`src/rtl/disk_seq_pkg.sv`:
```
package disk_seq_pkg;
  typedef enum logic [1:0] {OP_READ = 2'd0, OP_WRITE = 2'd1, OP_PARAMS = 2'd2, OP_CONFIG = 2'd3} op_e;
  typedef enum logic [1:0] {PH_CMD = 2'd0, PH_DMA = 2'd1, PH_ABT = 2'd2} phase_e;

  localparam logic [7:0] ATT_REQ   = 8'h01;
  localparam logic [7:0] ATT_EOI   = 8'h02;
  localparam logic [7:0] ATT_ABORT = 8'h03;

  localparam logic [15:0] OPC_READ   = 16'h4601;
  localparam logic [15:0] OPC_WRITE  = 16'h4602;
  localparam logic [15:0] OPC_PARAMS = 16'h0609;
  localparam logic [15:0] OPC_CONFIG = 16'h060A;

  localparam logic [7:0] IRQ_CMD_OK   = 8'h01;
  localparam logic [7:0] IRQ_XFER_RDY = 8'h0B;

  localparam logic [7:0] CTL_OFF = 8'h00;
  localparam logic [7:0] CTL_IRQ = 8'h01;
  localparam logic [7:0] CTL_DMA = 8'h03;

  function automatic logic is_xfer(op_e o);
    return (o == OP_READ) || (o == OP_WRITE);
  endfunction
endpackage

```
`src/rtl/disk_cmd_words.sv`:
```
module disk_cmd_words
  import disk_seq_pkg::*;
#(
  parameter int WORD_W    = 16,
  parameter int DEV_W     = 3,
  parameter int DEV_SHIFT = 5
) (
  input  op_e                 op,
  input  logic [DEV_W-1:0]    dev,
  input  logic [WORD_W-1:0]   count,
  input  logic [2*WORD_W-1:0] addr,
  input  logic [1:0]          idx,
  output logic [WORD_W-1:0]   word,
  output logic [2:0]          nwords
);
  logic [WORD_W-1:0] opc;
  logic [WORD_W-1:0] dev_bits;

  assign dev_bits = WORD_W'({dev, {DEV_SHIFT{1'b0}}});

  always_comb begin
    unique case (op)
      OP_READ:   opc = WORD_W'(OPC_READ);
      OP_WRITE:  opc = WORD_W'(OPC_WRITE);
      OP_PARAMS: opc = WORD_W'(OPC_PARAMS);
      default:   opc = WORD_W'(OPC_CONFIG);
    endcase
  end

  assign nwords = is_xfer(op) ? 3'd4 : 3'd2;

  always_comb begin
    word = '0;
    unique case (idx)
      2'd0: word = opc | dev_bits;
      2'd1: word = is_xfer(op) ? count : '0;
      2'd2: word = addr[WORD_W-1:0];
      default: word = addr[2*WORD_W-1:WORD_W];
    endcase
  end
endmodule

```
`src/rtl/disk_stat_ram.sv`:
```
module disk_stat_ram #(
  parameter int WORD_W = 16,
  parameter int DEPTH  = 16,
  localparam int AW    = $clog2(DEPTH)
) (
  input  logic              clk,
  input  logic              we,
  input  logic [AW-1:0]     waddr,
  input  logic [WORD_W-1:0] wdata,
  input  logic [AW-1:0]     raddr,
  output logic [WORD_W-1:0] rdata
);
  logic [WORD_W-1:0] mem [DEPTH];

  always_ff @(posedge clk) begin
    if (we) mem[waddr] <= wdata;
    rdata <= mem[raddr];
  end
endmodule

```
`src/rtl/disk_try_ctr.sv`:
```
module disk_try_ctr #(
  parameter int MAX_TRIES = 4,
  localparam int TW       = $clog2(MAX_TRIES + 1)
) (
  input  logic clk,
  input  logic rst,
  input  logic clr,
  input  logic inc,
  output logic last
);
  logic [TW-1:0] used;

  always_ff @(posedge clk) begin
    if (rst || clr) used <= '0;
    else if (inc)   used <= used + TW'(1);
  end

  assign last = (used == TW'(MAX_TRIES - 1));
endmodule

```
`src/rtl/disk_cmd_seq.sv`:
```
module disk_cmd_seq
  import disk_seq_pkg::*;
#(
  parameter int DEV_W      = 3,
  parameter int DEV_SHIFT  = 5,
  parameter int WORD_W     = 16,
  parameter int STAT_DEPTH = 16,
  parameter int MAX_TRIES  = 4,
  parameter logic [3:0] BAD_NIB  = 4'hC,
  parameter logic [3:0] OK_LIMIT = 4'd8,
  localparam int SIDX_W    = $clog2(STAT_DEPTH),
  localparam int NSTAT_W   = SIDX_W + 1
) (
  input  logic                 clk,
  input  logic                 rst,
  input  logic                 start,
  input  logic [1:0]           op,
  input  logic [DEV_W-1:0]     dev,
  input  logic [WORD_W-1:0]    sec_count,
  input  logic [2*WORD_W-1:0]  sec_addr,
  input  logic [NSTAT_W-1:0]   nstat,
  input  logic                 ad_busy,
  input  logic                 ad_int_pend,
  input  logic                 ad_cmd_full,
  input  logic                 ad_stat_full,
  input  logic                 ad_irq,
  input  logic [7:0]           ad_irq_code,
  input  logic [WORD_W-1:0]    ad_stat_word,
  output logic                 att_we,
  output logic [7:0]           att_val,
  output logic                 cmd_we,
  output logic [WORD_W-1:0]    cmd_word,
  output logic                 ctl_we,
  output logic [7:0]           ctl_val,
  output logic                 stat_re,
  output logic                 dma_go,
  output logic                 active,
  output logic                 done,
  output logic                 err,
  input  logic [SIDX_W-1:0]    stat_idx,
  output logic [WORD_W-1:0]    stat_data
);
  typedef enum logic [3:0] {
    S_IDLE, S_ATT, S_GAP, S_CMD_POLL, S_ARM, S_WAIT,
    S_CHECK, S_STAT, S_FINISH, S_FAIL
  } st_e;

  st_e                 st, ret_q;
  op_e                 op_q;
  phase_e              phase_q;
  logic [DEV_W-1:0]    dev_q;
  logic [WORD_W-1:0]   cnt_q;
  logic [2*WORD_W-1:0] addr_q;
  logic [NSTAT_W-1:0]  nstat_q, sidx;
  logic [2:0]          widx;
  logic [7:0]          att_code_q, code_q;

  logic [WORD_W-1:0]   word_nx;
  logic [2:0]          nwords;
  logic [7:0]          dev_field, exp_code;
  logic                xfer, bad_sector, final_bad, last_try, can_retry;
  logic                try_clr, try_inc, ram_we;

  assign dev_field  = 8'({dev_q, {DEV_SHIFT{1'b0}}});
  assign xfer       = is_xfer(op_q);
  assign exp_code   = dev_field | (xfer ? IRQ_XFER_RDY : IRQ_CMD_OK);
  assign bad_sector = (code_q[3:0] == BAD_NIB);
  assign final_bad  = (code_q[3:0] > OK_LIMIT);
  assign can_retry  = xfer && !last_try && !((phase_q == PH_DMA) && bad_sector);
  assign active     = (st != S_IDLE);

  assign try_clr = (st == S_IDLE) && start;
  assign try_inc = (st == S_FAIL) && can_retry;
  assign ram_we  = (st == S_STAT) && (sidx != nstat_q) && ad_stat_full;

  disk_cmd_words #(.WORD_W(WORD_W), .DEV_W(DEV_W), .DEV_SHIFT(DEV_SHIFT)) i_words (
    .op(op_q), .dev(dev_q), .count(cnt_q), .addr(addr_q),
    .idx(widx[1:0]), .word(word_nx), .nwords(nwords)
  );

  disk_stat_ram #(.WORD_W(WORD_W), .DEPTH(STAT_DEPTH)) i_ram (
    .clk(clk), .we(ram_we), .waddr(sidx[SIDX_W-1:0]), .wdata(ad_stat_word),
    .raddr(stat_idx), .rdata(stat_data)
  );

  disk_try_ctr #(.MAX_TRIES(MAX_TRIES)) i_tries (
    .clk(clk), .rst(rst), .clr(try_clr), .inc(try_inc), .last(last_try)
  );

  always_ff @(posedge clk) begin
    if (rst) begin
      st         <= S_IDLE;
      ret_q      <= S_IDLE;
      op_q       <= OP_READ;
      phase_q    <= PH_CMD;
      dev_q      <= '0;
      cnt_q      <= '0;
      addr_q     <= '0;
      nstat_q    <= '0;
      sidx       <= '0;
      widx       <= '0;
      att_code_q <= '0;
      code_q     <= '0;
      att_we     <= 1'b0;
      att_val    <= '0;
      cmd_we     <= 1'b0;
      cmd_word   <= '0;
      ctl_we     <= 1'b0;
      ctl_val    <= '0;
      stat_re    <= 1'b0;
      dma_go     <= 1'b0;
      done       <= 1'b0;
      err        <= 1'b0;
    end else begin
      att_we  <= 1'b0;
      cmd_we  <= 1'b0;
      ctl_we  <= 1'b0;
      stat_re <= 1'b0;
      dma_go  <= 1'b0;
      done    <= 1'b0;
      err     <= 1'b0;
      unique case (st)
        S_IDLE: begin
          if (start) begin
            op_q       <= op_e'(op);
            dev_q      <= dev;
            cnt_q      <= sec_count;
            addr_q     <= sec_addr;
            nstat_q    <= (nstat > NSTAT_W'(STAT_DEPTH)) ? NSTAT_W'(STAT_DEPTH) : nstat;
            widx       <= '0;
            phase_q    <= PH_CMD;
            att_code_q <= ATT_REQ;
            ret_q      <= S_CMD_POLL;
            st         <= S_ATT;
          end
        end
        S_ATT: begin
          if (!ad_busy && !ad_int_pend) begin
            att_we  <= 1'b1;
            att_val <= dev_field | att_code_q;
            st      <= S_GAP;
          end
        end
        S_GAP: st <= ret_q;
        S_CMD_POLL: begin
          if (!ad_cmd_full) begin
            if (widx == nwords) begin
              st <= S_ARM;
            end else begin
              cmd_we   <= 1'b1;
              cmd_word <= word_nx;
              widx     <= widx + 3'd1;
              ret_q    <= S_CMD_POLL;
              st       <= S_GAP;
            end
          end
        end
        S_ARM: begin
          ctl_we  <= 1'b1;
          ctl_val <= (phase_q == PH_DMA) ? CTL_DMA : CTL_IRQ;
          st      <= S_WAIT;
        end
        S_WAIT: begin
          if (ad_irq) begin
            code_q  <= ad_irq_code;
            ctl_we  <= 1'b1;
            ctl_val <= CTL_OFF;
            st      <= S_CHECK;
          end
        end
        S_CHECK: begin
          unique case (phase_q)
            PH_CMD: begin
              if (code_q != exp_code) begin
                phase_q    <= PH_ABT;
                att_code_q <= ATT_ABORT;
                ret_q      <= S_ARM;
                st         <= S_ATT;
              end else if (xfer) begin
                dma_go  <= 1'b1;
                phase_q <= PH_DMA;
                st      <= S_ARM;
              end else begin
                sidx <= '0;
                st   <= S_STAT;
              end
            end
            PH_DMA: begin
              att_code_q <= ATT_EOI;
              ret_q      <= S_FINISH;
              st         <= S_ATT;
            end
            default: st <= S_FAIL;
          endcase
        end
        S_STAT: begin
          if (sidx == nstat_q) begin
            att_code_q <= ATT_EOI;
            ret_q      <= S_FINISH;
            st         <= S_ATT;
          end else if (ad_stat_full) begin
            stat_re <= 1'b1;
            sidx    <= sidx + NSTAT_W'(1);
            ret_q   <= S_STAT;
            st      <= S_GAP;
          end
        end
        S_FINISH: begin
          if ((phase_q == PH_DMA) && final_bad) begin
            st <= S_FAIL;
          end else begin
            done <= 1'b1;
            st   <= S_IDLE;
          end
        end
        S_FAIL: begin
          if (can_retry) begin
            phase_q    <= PH_CMD;
            widx       <= '0;
            att_code_q <= ATT_REQ;
            ret_q      <= S_CMD_POLL;
            st         <= S_ATT;
          end else begin
            err <= 1'b1;
            st  <= S_IDLE;
          end
        end
        default: st <= S_IDLE;
      endcase
    end
  end
endmodule

```
`config.mk`:
```
export PLATFORM = sky130hd
export DESIGN_NAME = disk_cmd_seq
export DESIGN_NICKNAME = d
export VERILOG_FILES = /design/src/rtl/disk_seq_pkg.sv /design/src/rtl/disk_cmd_words.sv /design/src/rtl/disk_stat_ram.sv /design/src/rtl/disk_try_ctr.sv /design/src/rtl/disk_cmd_seq.sv
export SDC_FILE = /design/constraint.sdc
export NUM_CORES = 1
export LEC_CHECK = 0
export BUFFER_PORTS_ARGS = -buffer_cell sky130_fd_sc_hd__buf_2
export CAP_MARGIN = 20
export CORE_MARGIN = 4
export CORE_UTILIZATION = 60
export CTS_CLUSTER_DIAMETER = 30
export DETAILED_ROUTE_END_ITERATION = 7
export PLACE_DENSITY = 0.81
export SYNTH_ARGS = -nofsm -noshare
export SYNTH_HDL_FRONTEND = slang
export SYNTH_SLANG_ARGS = --single-unit
```
`constraint.sdc`:
```
create_clock -name clk -period 5.22 [get_ports clk]
set_clock_uncertainty 0.15 [all_clocks]
set_input_delay 0.783 -clock clk [delete_from_list [all_inputs] [get_ports clk]]
set_output_delay 0.783 -clock clk [all_outputs]
set_load 0.02 [all_outputs]
```
==> reports/results.md, run 1 <==
| Group | Result | Value |
| --- | --- | --- |
| status | Result of the run | finished clean |
| floorplan | Core ar. | 25300 um2 |
| pwr | Total power | 0.00858 W |
| clock tree | CTS tree | yes |
| global route | Overflow after GRT | 0 |
| drt | Length of routed wiring on met1 | 14500 um |
| final layout | Summed area of non-filler cells in the final layout | 18700 um2 |
| floorplan | Core Rows | 58 |
| final layout | Synthesis-to-finish area growth | 20.8% |
| min path | Min-Delay Path Class | in2reg |
| drt | Antenna Violating Nets Remaining | 0 |
| placed design | Detail Placement HPWL | 21300 um |
| final layout | Finished Core Util | 0.739 |
| floorplan | Die Y-Extent | 169 um |
| logic synthesis | Leading register cell type out of synthesis | sky130_fd_sc_hd__edfxtp_1 |
| logic synthesis | Synth cell types | 71 |
| clock tree | Hold_buf cts | 0 |
| drt | Final routed wirelength across all metal layers | 38900 um |
| global route | Total routing resource utilization after global routing | 0.277 |
| clock tree | CTS Root Buffer Type | sky130_fd_sc_hd__clkbuf_16 |
| logic synthesis | Instance count of the mapped netlist | 1066 |
| clock tree | Number of gates resized after CTS | 0 |
| critical path | Worst Setup Start Kind | register |
| clock tree | CTS clk-pin slew, worst paths | 0.05 ns |
| floorplan | Top Ports | 150 |
| floorplan | Initial standard-cell utilization of the core | 0.612 |
| drt | Highest metal layer with signal wires | met5 |
| sta | Total negative slack | 0 ns |
| sta | Setup repair after global routing missed its margin | false |
| sta | Hold_ws | 0.291 ns |
| pwr | Part of the power in combinational logic | 0.098 |
| sta | Final critical-path share of the clock period | 0.637 |
| sta | Final number of setup-violating endpoints | 0 |
| pwr | Leakage component of the power | 6.61 nW |
| clock tree | Clock Sinks | 390 |
| final layout | Nets | 1330 |
| drt | Via total after detailed routing | 9918 |
| drt | Met2 WL post-DR | 19600 um |
| placed design | GP Congestion | 0.902 |
| drt | Drt via density | 6.17 |
| pwr | Cell Pwr Density | 460 nW/um2 |
| sta | Final critical-path required period | 3.32 ns |
| sta | Worst relative slew slack | 0.338 |
| logic synthesis | Yosys top cell by area | sky130_fd_sc_hd__edfxtp_1 |
| logic synthesis | Share of synthesized registers carrying an async set or reset | 0 |
| global route | First-pass GRT wire length | 60000 um |
| logic synthesis | Post-Syn Area | 15500 um2 |
| drt | Average wire length per cell after detail routing | 24.2 um |
| critical path | Critical Path Fanout Max | 23 |
| floorplan | Die ar. | 28400 um2 |
| global route | Antenna violations before repair | 1 |
| critical path | Required time of the worst setup path | 5.31 ns |
| final layout | Antenna Cells | 0 |
| pwr | Register share of total power | 0.413 |
| clock tree | Post-CTS setup buffer count | 0 |
| pwr | Share of total power consumed by net switching | 0.255 |
| logic synthesis | Part of the Yosys area used for sequential elements | 0.671 |
| critical path | Arrival time reported for the critical path endpoint | 3.42 ns |
| placed design | Number of buffers added on ports | 140 |
| critical path | Cell with the biggest individual delay on the critical path | sky130_fd_sc_hd__dfxtp_1 |
| drt | Total DRC errors in the routed layout | 0 |
| clock tree | Worst skew pair latency | 0.57 ns |
| critical path | CP Capture Type | register |
| logic synthesis | Share of Yosys cell area claimed by the top area cell type | 0.497 |
| logic synthesis | Biggest area contributors in the synthesized netlist | sky130_fd_sc_hd__edfxtp_1 50%, sky130_fd_sc_hd__dfxtp_1 17%, sky130_fd_sc_hd__mux4_2 12%, sky130_fd_sc_hd__nand2_1 3.6%, sky130_fd_sc_hd__a21oi_1 2.8% |
| logic synthesis | Number of enable-type register cells in the synthesized netlist | 256 |
| logic synthesis | Yosys warning count | 0 |
| critical path | Critical path cell sequence | nand4b_1 > a21oi_1 > nand3_1 > nor2_1 > buf_4 |
| pwr | Internal Dissipation | 0.00640 W |
| clock tree | Level count of the clock H-tree | 2 |
| pwr | Clock network power share | 0.489 |
| clock tree | Clk buf depth | 3 |
| flow run | Maximum Capacitance Violations | 0 |
| critical path | Category of the most critical setup path | reg2reg |
| sta | Maximum operating frequency | 0.301 GHz |
| placed design | Placed Area | 16500 um2 |
| critical path | Max incr delay on CP | 0.75 ns |
| clock tree | Number of CTS-inserted buffers | 60 |
| global route | Vias in the first global route | 10021 |
| pwr | Reported net switching power | 0.00219 W |
| drt | Amount of wire on met3 after detailed routing | 3340 um |
| sta | Endpoints failing hold | 0 |
| logic synthesis | Mean instance size in the synthesized netlist | 14.5 um2 |
| floorplan | Die width | 169 um |
| pwr | Maximum vdd drop | 0.355 mV |
| global route | Largest net degree at the start of global routing | 68 |
| logic synthesis | Synthesized flop and latch total | 390 |
| sta | Total count of max-transition violations in the final report | 0 |
| drt | Number of search-and-repair iterations in the first detailed-routing pass | 6 |
| final layout | Layout cells sized above 1 | 0.294 |
| drt | First-iteration detailed-routing DRC count | 1189 |
| sta | Pin slew with the least headroom to its limit | 0.993 ns |
logic make-up (layout without fill, tap and decap cells):
family	after synthesis	count (layout)	synth area share
flops	390	390	0.671
simple gates	296	296	0.0886
compound gates	164	164	0.0701
mux	99	99	0.129
buf+inv	96	300	0.0271
fa+ha+maj	10	10	0.00809
xor+xnor	10	10	0.00615
other cells	1	9	0.000243
Yosys cell counts, drive strengths merged (3+ instances only):
library cell,count
xnor2,10
edfxtp,256
clkbuf,42
a22o,3
nand4b,3
and2,4
nor4,7
o211ai,11
or2,3
nand3b,6
a21oi,86
nor2,61
nor2b,3
a221oi,13
mux2i,19
o21ai,14
nor3b,3
a211oi,3
inv,21
nand2,147
nand2b,6
nand4,4
o41ai,4
ha,10
a221o,8
nand3,18
nor3,13
mux4,80
dfxtp,134
and3,5
a31oi,3
buf,32
power groups by stage:
stage | combinational, W | sequential (W) | clock (W)
finish | 0.000839 | 0.00355 | 0.00419
global route | 0.000925 | 0.00356 | 0.00440
CTS | 0.000810 | 0.00354 | 0.00424
detailed placement | 0.000795 | 0.00360 | 0
global placement | 0.000782 | 0.00360 | 0
floorplan | 0.000609 | 0.00357 | 0
state kept, by name (all words and copies together), names as in the netlist, 2 cells and up:
name,cells
i_ram.mem,256
addr_q,32
cmd_word,16
cnt_q,16
i_ram.rdata,16
code_q,8
att_val,5
nstat_q,5
sidx,5
st,4
dev_q,3
i_tries.used,3
ret_q,3
widx,3
att_code_q,2
ctl_val,2
op_q,2
phase_q,2
cell type report:
type | instances | area, um2
sequential | 390 | 10400
fill | 1534 | 6590
multi-input combinational | 588 | 4720
clock buffer | 64 | 1560
timing repair buffer | 164 | 915
clock inverter | 50 | 608
tap | 330 | 413
inverter | 22 | 82.6
metal layers:
metal / global-route usage / vias to the layer above
met5: 0 / -
met4: 0.112 / 2
met3: 0.0614 / 97
met2: 0.464 / 565
met1: 0.356 / 4868
li1: - / 4386
critical path: cells and delay by family (launching register included):
kind                   cells  cell delay, ns
buffers and inverters      1            0.37
flip-flops                 1            0.75
AND/OR/NAND/NOR            3            0.97
AO/OA/AOI/OAI              1            0.75
path summary, 6_finish.rpt:
check,startpoint,end,slack (ns),cells past startpoint
worst max-delay path,st[2]$_SDFFE_PP0P_,i_ram.mem[14][11]$_DFFE_PP_,1.90,5
worst min-delay path,ad_irq_code[0],code_q[0]$_SDFFE_PP0P_,0.29,3
worst max register to register,st[2]$_SDFFE_PP0P_,i_ram.mem[14][11]$_DFFE_PP_,1.90,5
worst min register to register,addr_q[7]$_SDFFE_PP0P_,addr_q[7]$_SDFFE_PP0P_,0.30,2
through the flow:
stage                     instances  setup slack, ns
final                          1608             1.90
after global routing           1608             1.60
after CTS                      1606             1.96
after detailed placement       1492             1.96
after global placement         1491             2.12
after floorplan                1074             2.20
cells in the final DEF, fill, tap and decap left out, types with 4 or more instances in the layout:
cell                         synthesis  final
sky130_fd_sc_hd__nor3_2              0      4
sky130_fd_sc_hd__o211ai_1           10     10
sky130_fd_sc_hd__inv_6               0      7
sky130_fd_sc_hd__nor2_1             61     61
sky130_fd_sc_hd__dfxtp_1           134    134
sky130_fd_sc_hd__and3_1              5      5
sky130_fd_sc_hd__a221oi_1           12     12
sky130_fd_sc_hd__nand3_1            18     18
sky130_fd_sc_hd__nor4_1              7      7
sky130_fd_sc_hd__nor3_1             13      9
sky130_fd_sc_hd__conb_1              1      9
sky130_fd_sc_hd__clkinv_4            0      8
sky130_fd_sc_hd__inv_1              21     21
sky130_fd_sc_hd__a221o_1             8      8
sky130_fd_sc_hd__edfxtp_1          256    256
sky130_fd_sc_hd__nand2b_1            6      6
sky130_fd_sc_hd__xnor2_1             9      9
sky130_fd_sc_hd__buf_2              20    138
sky130_fd_sc_hd__a21oi_1            86     86
sky130_fd_sc_hd__clkinv_2            0      8
sky130_fd_sc_hd__clkinvlp_4          0     11
sky130_fd_sc_hd__bufinv_16           0      9
sky130_fd_sc_hd__ha_1               10     10
sky130_fd_sc_hd__nand4_1             4      4
sky130_fd_sc_hd__o21ai_0            13     13
sky130_fd_sc_hd__clkbuf_16           0     61
sky130_fd_sc_hd__clkinv_8            0      4
sky130_fd_sc_hd__buf_4               9     23
sky130_fd_sc_hd__nand2_1           147    146
sky130_fd_sc_hd__mux4_2             80     80
sky130_fd_sc_hd__mux2i_1            19     19
sky130_fd_sc_hd__nand3b_1            6      6
Power figures use the tool's default switching activity.
==> run 2, diff against run 1 <==
- CORE_UTILIZATION: 60 -> 59
- PLACE_DENSITY: 0.81 -> 0.8
- clock period: 5.22 -> 3.2 ns (I/O delays scaled with it)
==> run 2 against run 1 <==
Net effect: flip-flop and latch count is the same; clock-buffer cell count grew 17; worst hold slack lost 0.28 ns; clock power grew 77%; via count grew 1.3%; final area grew 2.3%; combinational power grew 74%; register-to-register slack lost 1.2 ns; final cell count grew 1.9%; sequential share of layout area shrank 1.2 points.
==> reports/results.md, run 2 (synthesis results as in run 1) <==
| Group | Result | Value | Delta |
| --- | --- | --- | --- |
| final layout | Biggest regs | i_ram.mem x256, addr_q x32 | unchanged |
| placed design | GP Congestion | 0.906 | was 0.902 |
| floorplan | Core Rows | 58 | unchanged |
| global route | Antenna violations before repair | 2 | was 1 |
| critical path | Worst Setup Start Kind | register | unchanged |
| placed design | Detail Placement HPWL | 23100 um | was 21300 um |
| floorplan | Initial standard-cell utilization of the core | 0.607 | was 0.612 |
| sta | Hold_ws | 0.0135 ns | was 0.291 ns |
| final layout | Register bank with the most flops | i_ram.mem | unchanged |
| clock tree | Number of CTS-inserted buffers | 70 | was 60 |
| global route | Overflow after GRT | 0 | unchanged |
| floorplan | Core ar. | 25500 um2 | was 25300 um2 |
| placed design | Number of placed instances with taps included | 1504 | was 1492 |
| final layout | Final-layout fill cell count | 1519 | was 1534 |
| clock tree | Number of gates resized after CTS | 0 | unchanged |
| drt | Via total after detailed routing | 10044 | was 9918 |
| final layout | Commonest non-fill, non-tap cells in the layout | 256 x sky130_fd_sc_hd__edfxtp_1, 146 x sky130_fd_sc_hd__nand2_1, 138 x sky130_fd_sc_hd__buf_2, 134 x sky130_fd_sc_hd__dfxtp_1, 86 x sky130_fd_sc_hd__a21oi_1 | unchanged |
| pwr | Maximum vdd drop | 0.610 mV | was 0.355 mV |
| critical path | Arrival time reported for the critical path endpoint | 2.13 ns | was 3.42 ns |
| min path | Min-Delay Path Class | in2reg | unchanged |
| clock tree | Worst skew pair latency | 0.56 ns | was 0.57 ns |
| floorplan | Die ar. | 28900 um2 | was 28400 um2 |
| drt | Total DRC errors in the routed layout | 0 | unchanged |
| clock tree | CTS Root Buffer Type | sky130_fd_sc_hd__clkbuf_16 | unchanged |
| clock tree | CTS clk-pin slew, worst paths | 0.05 ns | about the same |
| sta | Total count of max-transition violations in the final report | 0 | unchanged |
| status | Result of the run | finished clean | unchanged |
| critical path | Max incr delay on CP | 0.59 ns | was 0.75 ns |
| drt | Final routed wirelength across all metal layers | 38700 um | was 38900 um |
| sta | Total negative slack | 0 ns | unchanged |
| sta | Pin slew with the least headroom to its limit | 0.753 ns | was 0.993 ns |
| critical path | Cell with the biggest individual delay on the critical path | sky130_fd_sc_hd__nor4_1 | was sky130_fd_sc_hd__dfxtp_1 |
| critical path | CP Capture Type | output port | was register |
| sta | Final number of setup-violating endpoints | 0 | unchanged |
| pwr | Cell Pwr Density | 765 nW/um2 | was 460 nW/um2 |
| sta | Final critical-path share of the clock period | 0.863 |  |
| clock tree | Clk buf depth | 3 | unchanged |
| sta | Worst relative slew slack | 0.498 | was 0.338 |
| floorplan | Die Y-Extent | 170 um | was 169 um |
| drt | Average wire length per cell after detail routing | 23.6 um | was 24.2 um |
| global route | First-pass GRT wire length | 59700 um | was 60000 um |
| sta | Endpoints failing hold | 0 | unchanged |
| global route | Largest net degree at the start of global routing | 72 | was 68 |
| critical path | Required time of the worst setup path | 2.57 ns | was 5.31 ns |
| final layout | Number of flip-flops under the largest register name | 256 | unchanged |
| drt | First-iteration detailed-routing DRC count | 1041 | was 1189 |
| clock tree | Clock Sinks | 390 | unchanged |
| final layout | Most common cell after layout, fill and taps aside | sky130_fd_sc_hd__edfxtp_1 | unchanged |
| sta | Setup repair after global routing missed its margin | false | unchanged |
| global route | Vias in the first global route | 10260 | was 10021 |
| drt | Antenna Violating Nets Remaining | 0 | unchanged |
| final layout | Synthesis-to-finish area growth | 23.5% | was 20.8% |
| flow run | Maximum Capacitance Violations | 0 | unchanged |
| critical path | Critical Path Fanout Max | 12 | was 23 |
| pwr | Leakage component of the power | 6.81 nW | was 6.61 nW |
| sta | Final critical-path required period | 2.76 ns |  |
| final layout | Layout cells sized above 1 | 0.301 | was 0.294 |
| placed design | Number of buffers added on ports | 140 | unchanged |
| critical path | Critical path cell sequence | buf_4 > nor4_1 > inv_1 > buf_2 | was nand4b_1 > a21oi_1 > nand3_1 > nor2_1 > buf_4 |
| global route | Total routing resource utilization after global routing | 0.272 | was 0.277 |
| final layout | Nets | 1358 | was 1330 |
| drt | Number of search-and-repair iterations in the first detailed-routing pass | 5 | was 6 |
| sta | Maximum operating frequency | 0.362 GHz |  |
| floorplan | Die width | 170 um | was 169 um |
| critical path | Category of the most critical setup path | reg2out | was reg2reg |
| floorplan | Top Ports | 150 | unchanged |
| clock tree | CTS tree | yes | unchanged |
| final layout | Post-layout instance count excluding filler cells | 1639 | was 1608 |
| drt | Drt via density | 6.13 | was 6.17 |
| clock tree | Level count of the clock H-tree | 3 | was 2 |
-- run 2: cell type report --
class                      count  area (um2)  share of cell area
clock buffer                  81        1880              0.0983
timing repair buffer         182        1100              0.0578
antenna                        1        2.50            0.000131
multi-input combinational    588        4720               0.247
inverter                      22        82.6             0.00433
sequential                   390       10400               0.543
clock inverter                45         519              0.0272
tap                          330         413              0.0216
-- run 2: timing repair --
item | in CTS | in global routing
hold endpoints to repair | 8 | 0
endpoints found under the setup margin | 0 | 0
setup buffers | 0 | 0
hold buffers | 8 | 0
-- run 2: power by group --
part / switching [W] / internal, W
Clock: 0.00257 / 0.00483
Sequential: 0.000157 / 0.00559
Combinational: 0.000912 / 0.000545
-- run 2: metal layers --
layer / part of all wire / global-route usage / routed length (um)
met3: 0.081 / 0.0546 / 3140
met1: 0.38 / 0.353 / 14700
met2: 0.51 / 0.466 / 19900
met4: 0.024 / 0.0886 / 941
met5: 0.00031 / 0 / 12
-- run 2: per-stage QoR --
stage               setup slack (ns)  utilization  power, W  area (um2)
finish                         0.439        0.749    0.0146       19100
floorplan                      0.183            -   0.00682       15500
global placement               0.694        0.652   0.00722       16600
global route                   0.285        0.749    0.0151       19100
detailed placement             0.654        0.652   0.00726       16600
CTS                            0.440        0.749    0.0147       19100
-- run 2: critical path, delay by kind of cell, from the launching register on --
family                 cells  cell delay (ns)
buffers and inverters      3             0.56
flip-flops                 1             0.43
AND/OR/NAND/NOR            1             0.59
-- run 2: path summary, 6_finish.rpt --
| kind | from | to | slack [ns] | cells past startpoint |
|---|---|---|---|---|
| max | st[0]$_SDFFE_PP0P_ | active | 0.44 | 4 |
| min | ad_irq_code[1] | code_q[1]$_SDFFE_PP0P_ | 0.01 | 3 |
| max reg2reg | sidx[3]$_SDFFE_PP0P_ | i_ram.mem[6][12]$_DFFE_PP_ | 0.67 | 7 |
| min reg2reg | addr_q[3]$_SDFFE_PP0P_ | addr_q[3]$_SDFFE_PP0P_ | 0.30 | 2 |
==> run 3, diff against run 2 <==
- CORE_UTILIZATION: 59 -> 45
- PLACE_DENSITY: 0.8 -> default
==> run 3 against run 2 <==
Net effect: sequential power about the same; core utilization is 16 points lower; highest routed layer unchanged; final area increased by 4.6%; via count decreased by 2.8%; largest cell class unchanged; sequential share of layout area fell by 2.4 points; critical path type unchanged.
==> reports/results.md, run 3 (synthesis results as in run 1) <==
| Group | Result | Value | Delta |
| --- | --- | --- | --- |
| final layout | Antenna Cells | 0 | was 1 |
| floorplan | Top Ports | 150 | unchanged |
| critical path | Cell with the biggest individual delay on the critical path | sky130_fd_sc_hd__nor4_1 | unchanged |
| floorplan | Core Rows | 67 | was 58 |
| floorplan | Die ar. | 37400 um2 | was 28900 um2 |
| clock tree | Post-CTS setup buffer count | 0 | unchanged |
| clock tree | Clock Sinks | 390 | unchanged |
| pwr | Part of the power in combinational logic | 0.093 | was 0.100 |
| sta | Setup repair after global routing missed its margin | false | unchanged |
| clock tree | CTS clk-pin slew, worst paths | 0.05 ns | about the same |
| clock tree | Worst skew pair latency | 0.57 ns | was 0.56 ns |
| drt | First-iteration detailed-routing DRC count | 775 | was 1041 |
| global route | Largest net degree at the start of global routing | 79 | was 72 |
| final layout | Biggest regs | i_ram.mem x256, addr_q x32 | unchanged |
| global route | First-pass GRT wire length | 58300 um | was 59700 um |
| final layout | Layout cells sized above 1 | 0.312 | was 0.301 |
| pwr | Internal Dissipation | 0.0121 W | was 0.0110 W |
| critical path | Worst Setup Start Kind | register | unchanged |
| drt | Final routed wirelength across all metal layers | 36900 um | was 38700 um |
| pwr | Register share of total power | 0.364 | was 0.393 |
| drt | Number of search-and-repair iterations in the first detailed-routing pass | 4 | was 5 |
| pwr | Reported net switching power | 0.00374 W | was 0.00364 W |
| placed design | Detail Placement HPWL | 22500 um | was 23100 um |
| critical path | Max incr delay on CP | 0.55 ns | was 0.59 ns |
| status | Result of the run | finished clean | unchanged |
| drt | Antenna Violating Nets Remaining | 0 | unchanged |
| sta | Total negative slack | 0 ns | unchanged |
| clock tree | CTS Root Buffer Type | sky130_fd_sc_hd__clkbuf_16 | unchanged |
| critical path | Arrival time reported for the critical path endpoint | 2.09 ns | was 2.13 ns |
| final layout | Finished Core Util | 0.593 | was 0.749 |
| pwr | Clock network power share | 0.543 | was 0.507 |
| placed design | Pre-CTS worst setup slack | 0.613 ns | was 0.654 ns |
| sta | Pin slew with the least headroom to its limit | 0.850 ns | was 0.753 ns |
| global route | Vias in the first global route | 10138 | was 10260 |
| clock tree | Level count of the clock H-tree | 3 | unchanged |
| global route | Antenna violations before repair | 2 | unchanged |
| final layout | Number of flip-flops under the largest register name | 256 | unchanged |
| final layout | Commonest non-fill, non-tap cells in the layout | 256 x sky130_fd_sc_hd__edfxtp_1, 146 x sky130_fd_sc_hd__nand2_1, 138 x sky130_fd_sc_hd__buf_2, 134 x sky130_fd_sc_hd__dfxtp_1, 86 x sky130_fd_sc_hd__a21oi_1 | unchanged |
| pwr | Leakage component of the power | 7.16 nW | was 6.81 nW |
| drt | Total DRC errors in the routed layout | 0 | unchanged |
| final layout | Nets | 1394 | was 1358 |
| clock tree | Number of gates resized after CTS | 0 | unchanged |
| final layout | Post-layout instance count excluding filler cells | 1801 | was 1639 |
| global route | Overflow after GRT | 0 | unchanged |
| final layout | Register bank with the most flops | i_ram.mem | unchanged |
| critical path | Worst reg2reg setup slack | 0.55 ns | was 0.67 ns |
| pwr | Cell Pwr Density | 792 nW/um2 | was 765 nW/um2 |
| global route | Met3 demand-to-capacity share in global routing | 0.0503 | was 0.0546 |
| drt | Average wire length per cell after detail routing | 20.5 um | was 23.6 um |
| drt | Drt via density | 5.42 | was 6.13 |
| min path | Min-Delay Path Class | in2reg | unchanged |
| floorplan | Core ar. | 33700 um2 | was 25500 um2 |
| sta | Final number of setup-violating endpoints | 0 | unchanged |
| flow run | Maximum Capacitance Violations | 0 | unchanged |
| global route | Met1 Track Usage GR | 0.263 | was 0.353 |
| placed design | Number of placed instances with taps included | 1624 | was 1504 |
| drt | Via total after detailed routing | 9766 | was 10044 |
| critical path | Required time of the worst setup path | 2.57 ns | about the same |
| global route | Busiest layer in global routing | met2 | unchanged |
| sta | Final critical-path required period | 2.72 ns | was 2.76 ns |
| floorplan | Die Y-Extent | 193 um | was 170 um |
| pwr | Share of total power consumed by net switching | 0.236 | was 0.249 |
| sta | Total count of max-transition violations in the final report | 0 | unchanged |
| clock tree | Hold_buf cts | 34 | was 8 |
| sta | Final Worst Setup Slack | 0.476 ns | was 0.439 ns |
| placed design | GP Congestion | 0.830 | was 0.906 |
| final layout | Synthesis-to-finish area growth | 29.2% | was 23.5% |
| clock tree | Clk buf depth | 3 | unchanged |
| final layout | Most common cell after layout, fill and taps aside | sky130_fd_sc_hd__edfxtp_1 | unchanged |
| sta | Final critical-path share of the clock period | 0.851 | was 0.863 |
| sta | Endpoints failing hold | 0 | unchanged |
| critical path | Critical Path Fanout Max | 10 | was 12 |
| clock tree | CTS tree | yes | unchanged |
| pwr | Maximum vdd drop | 0.404 mV | was 0.610 mV |
| placed design | Number of buffers added on ports | 140 | unchanged |
| global route | Met2 Resource Use GR | 0.316 | was 0.466 |
| global route | Total routing resource utilization after global routing | 0.196 | was 0.272 |
| clock tree | Number of CTS-inserted buffers | 78 | was 70 |
| floorplan | Die width | 193 um | was 170 um |
| critical path | Category of the most critical setup path | reg2out | unchanged |
| sta | Worst relative slew slack | 0.433 | was 0.498 |
| floorplan | Initial standard-cell utilization of the core | 0.459 | was 0.607 |
| sta | Maximum operating frequency | 0.367 GHz | was 0.362 GHz |
| pwr | Total power | 0.0158 W | was 0.0146 W |
| critical path | Critical path cell sequence | buf_4 > nor4_1 > inv_1 > buf_2 | unchanged |
| critical path | CP Capture Type | output port | unchanged |
-- run 3: cell count changes in the layout (fill, tap and decap cells not counted), sizes merged --
cell / change
buf: +2
bufinv: +8
clkinv: +5
inv: -3
clkbuf: +12
clkinvlp: -5
dlygate4sd3: +26
diode: -1
-- run 3: stage by stage --
stage                     area, um2  hold WS (ns)
after floorplan               15500         0.277
after global placement        16800         0.289
after detailed placement      16800         0.296
after CTS                     20000     0.0000472
after global routing          20000       0.00413
final                         20000        0.0172
-- run 3: worst max-delay path: cells and delay by family, from the launching register on --
family,cells,cell delay [ns]
buffers and inverters,3,0.58
AND/OR/NAND/NOR,1,0.55
flip-flops,1,0.41
-- run 3: final timing paths --
kind,startpoint,to,depth (start not counted)
max reg2reg,sidx[3]$_SDFFE_PP0P_,i_ram.mem[2][4]$_DFFE_PP_,6
min,ad_irq_code[5],code_q[5]$_SDFFE_PP0P_,3
min reg2reg,addr_q[29]$_SDFFE_PP0P_,addr_q[29]$_SDFFE_PP0P_,2
max,st[0]$_SDFFE_PP0P_,active,4
-- run 3: area by class of cell --
cell class	count	area [um2]
sequential	390	10400
multi-input combinational	588	4750
fill	2640	13700
tap	448	561
timing repair buffer	210	1380
clock inverter	50	729
inverter	22	82.6
clock buffer	93	2100
-- run 3: power groups by stage --
stage | combinational [W] | clock, W | sequential [W]
final | 0.00147 | 0.00860 | 0.00576
after global routing | 0.00163 | 0.00901 | 0.00578
after CTS | 0.00147 | 0.00873 | 0.00576
after detailed placement | 0.00143 | 0 | 0.00585
after global placement | 0.00142 | 0 | 0.00585
after floorplan | 0.000993 | 0 | 0.00582
-- run 3: metal layers --
| layer | up-vias | wire (um) |
|---|---|---|
| li1 | 4529 | - |
| met1 | 4856 | 15700 |
| met2 | 309 | 18000 |
| met3 | 68 | 2370 |
| met4 | 4 | 790 |
| met5 | - | 14 |
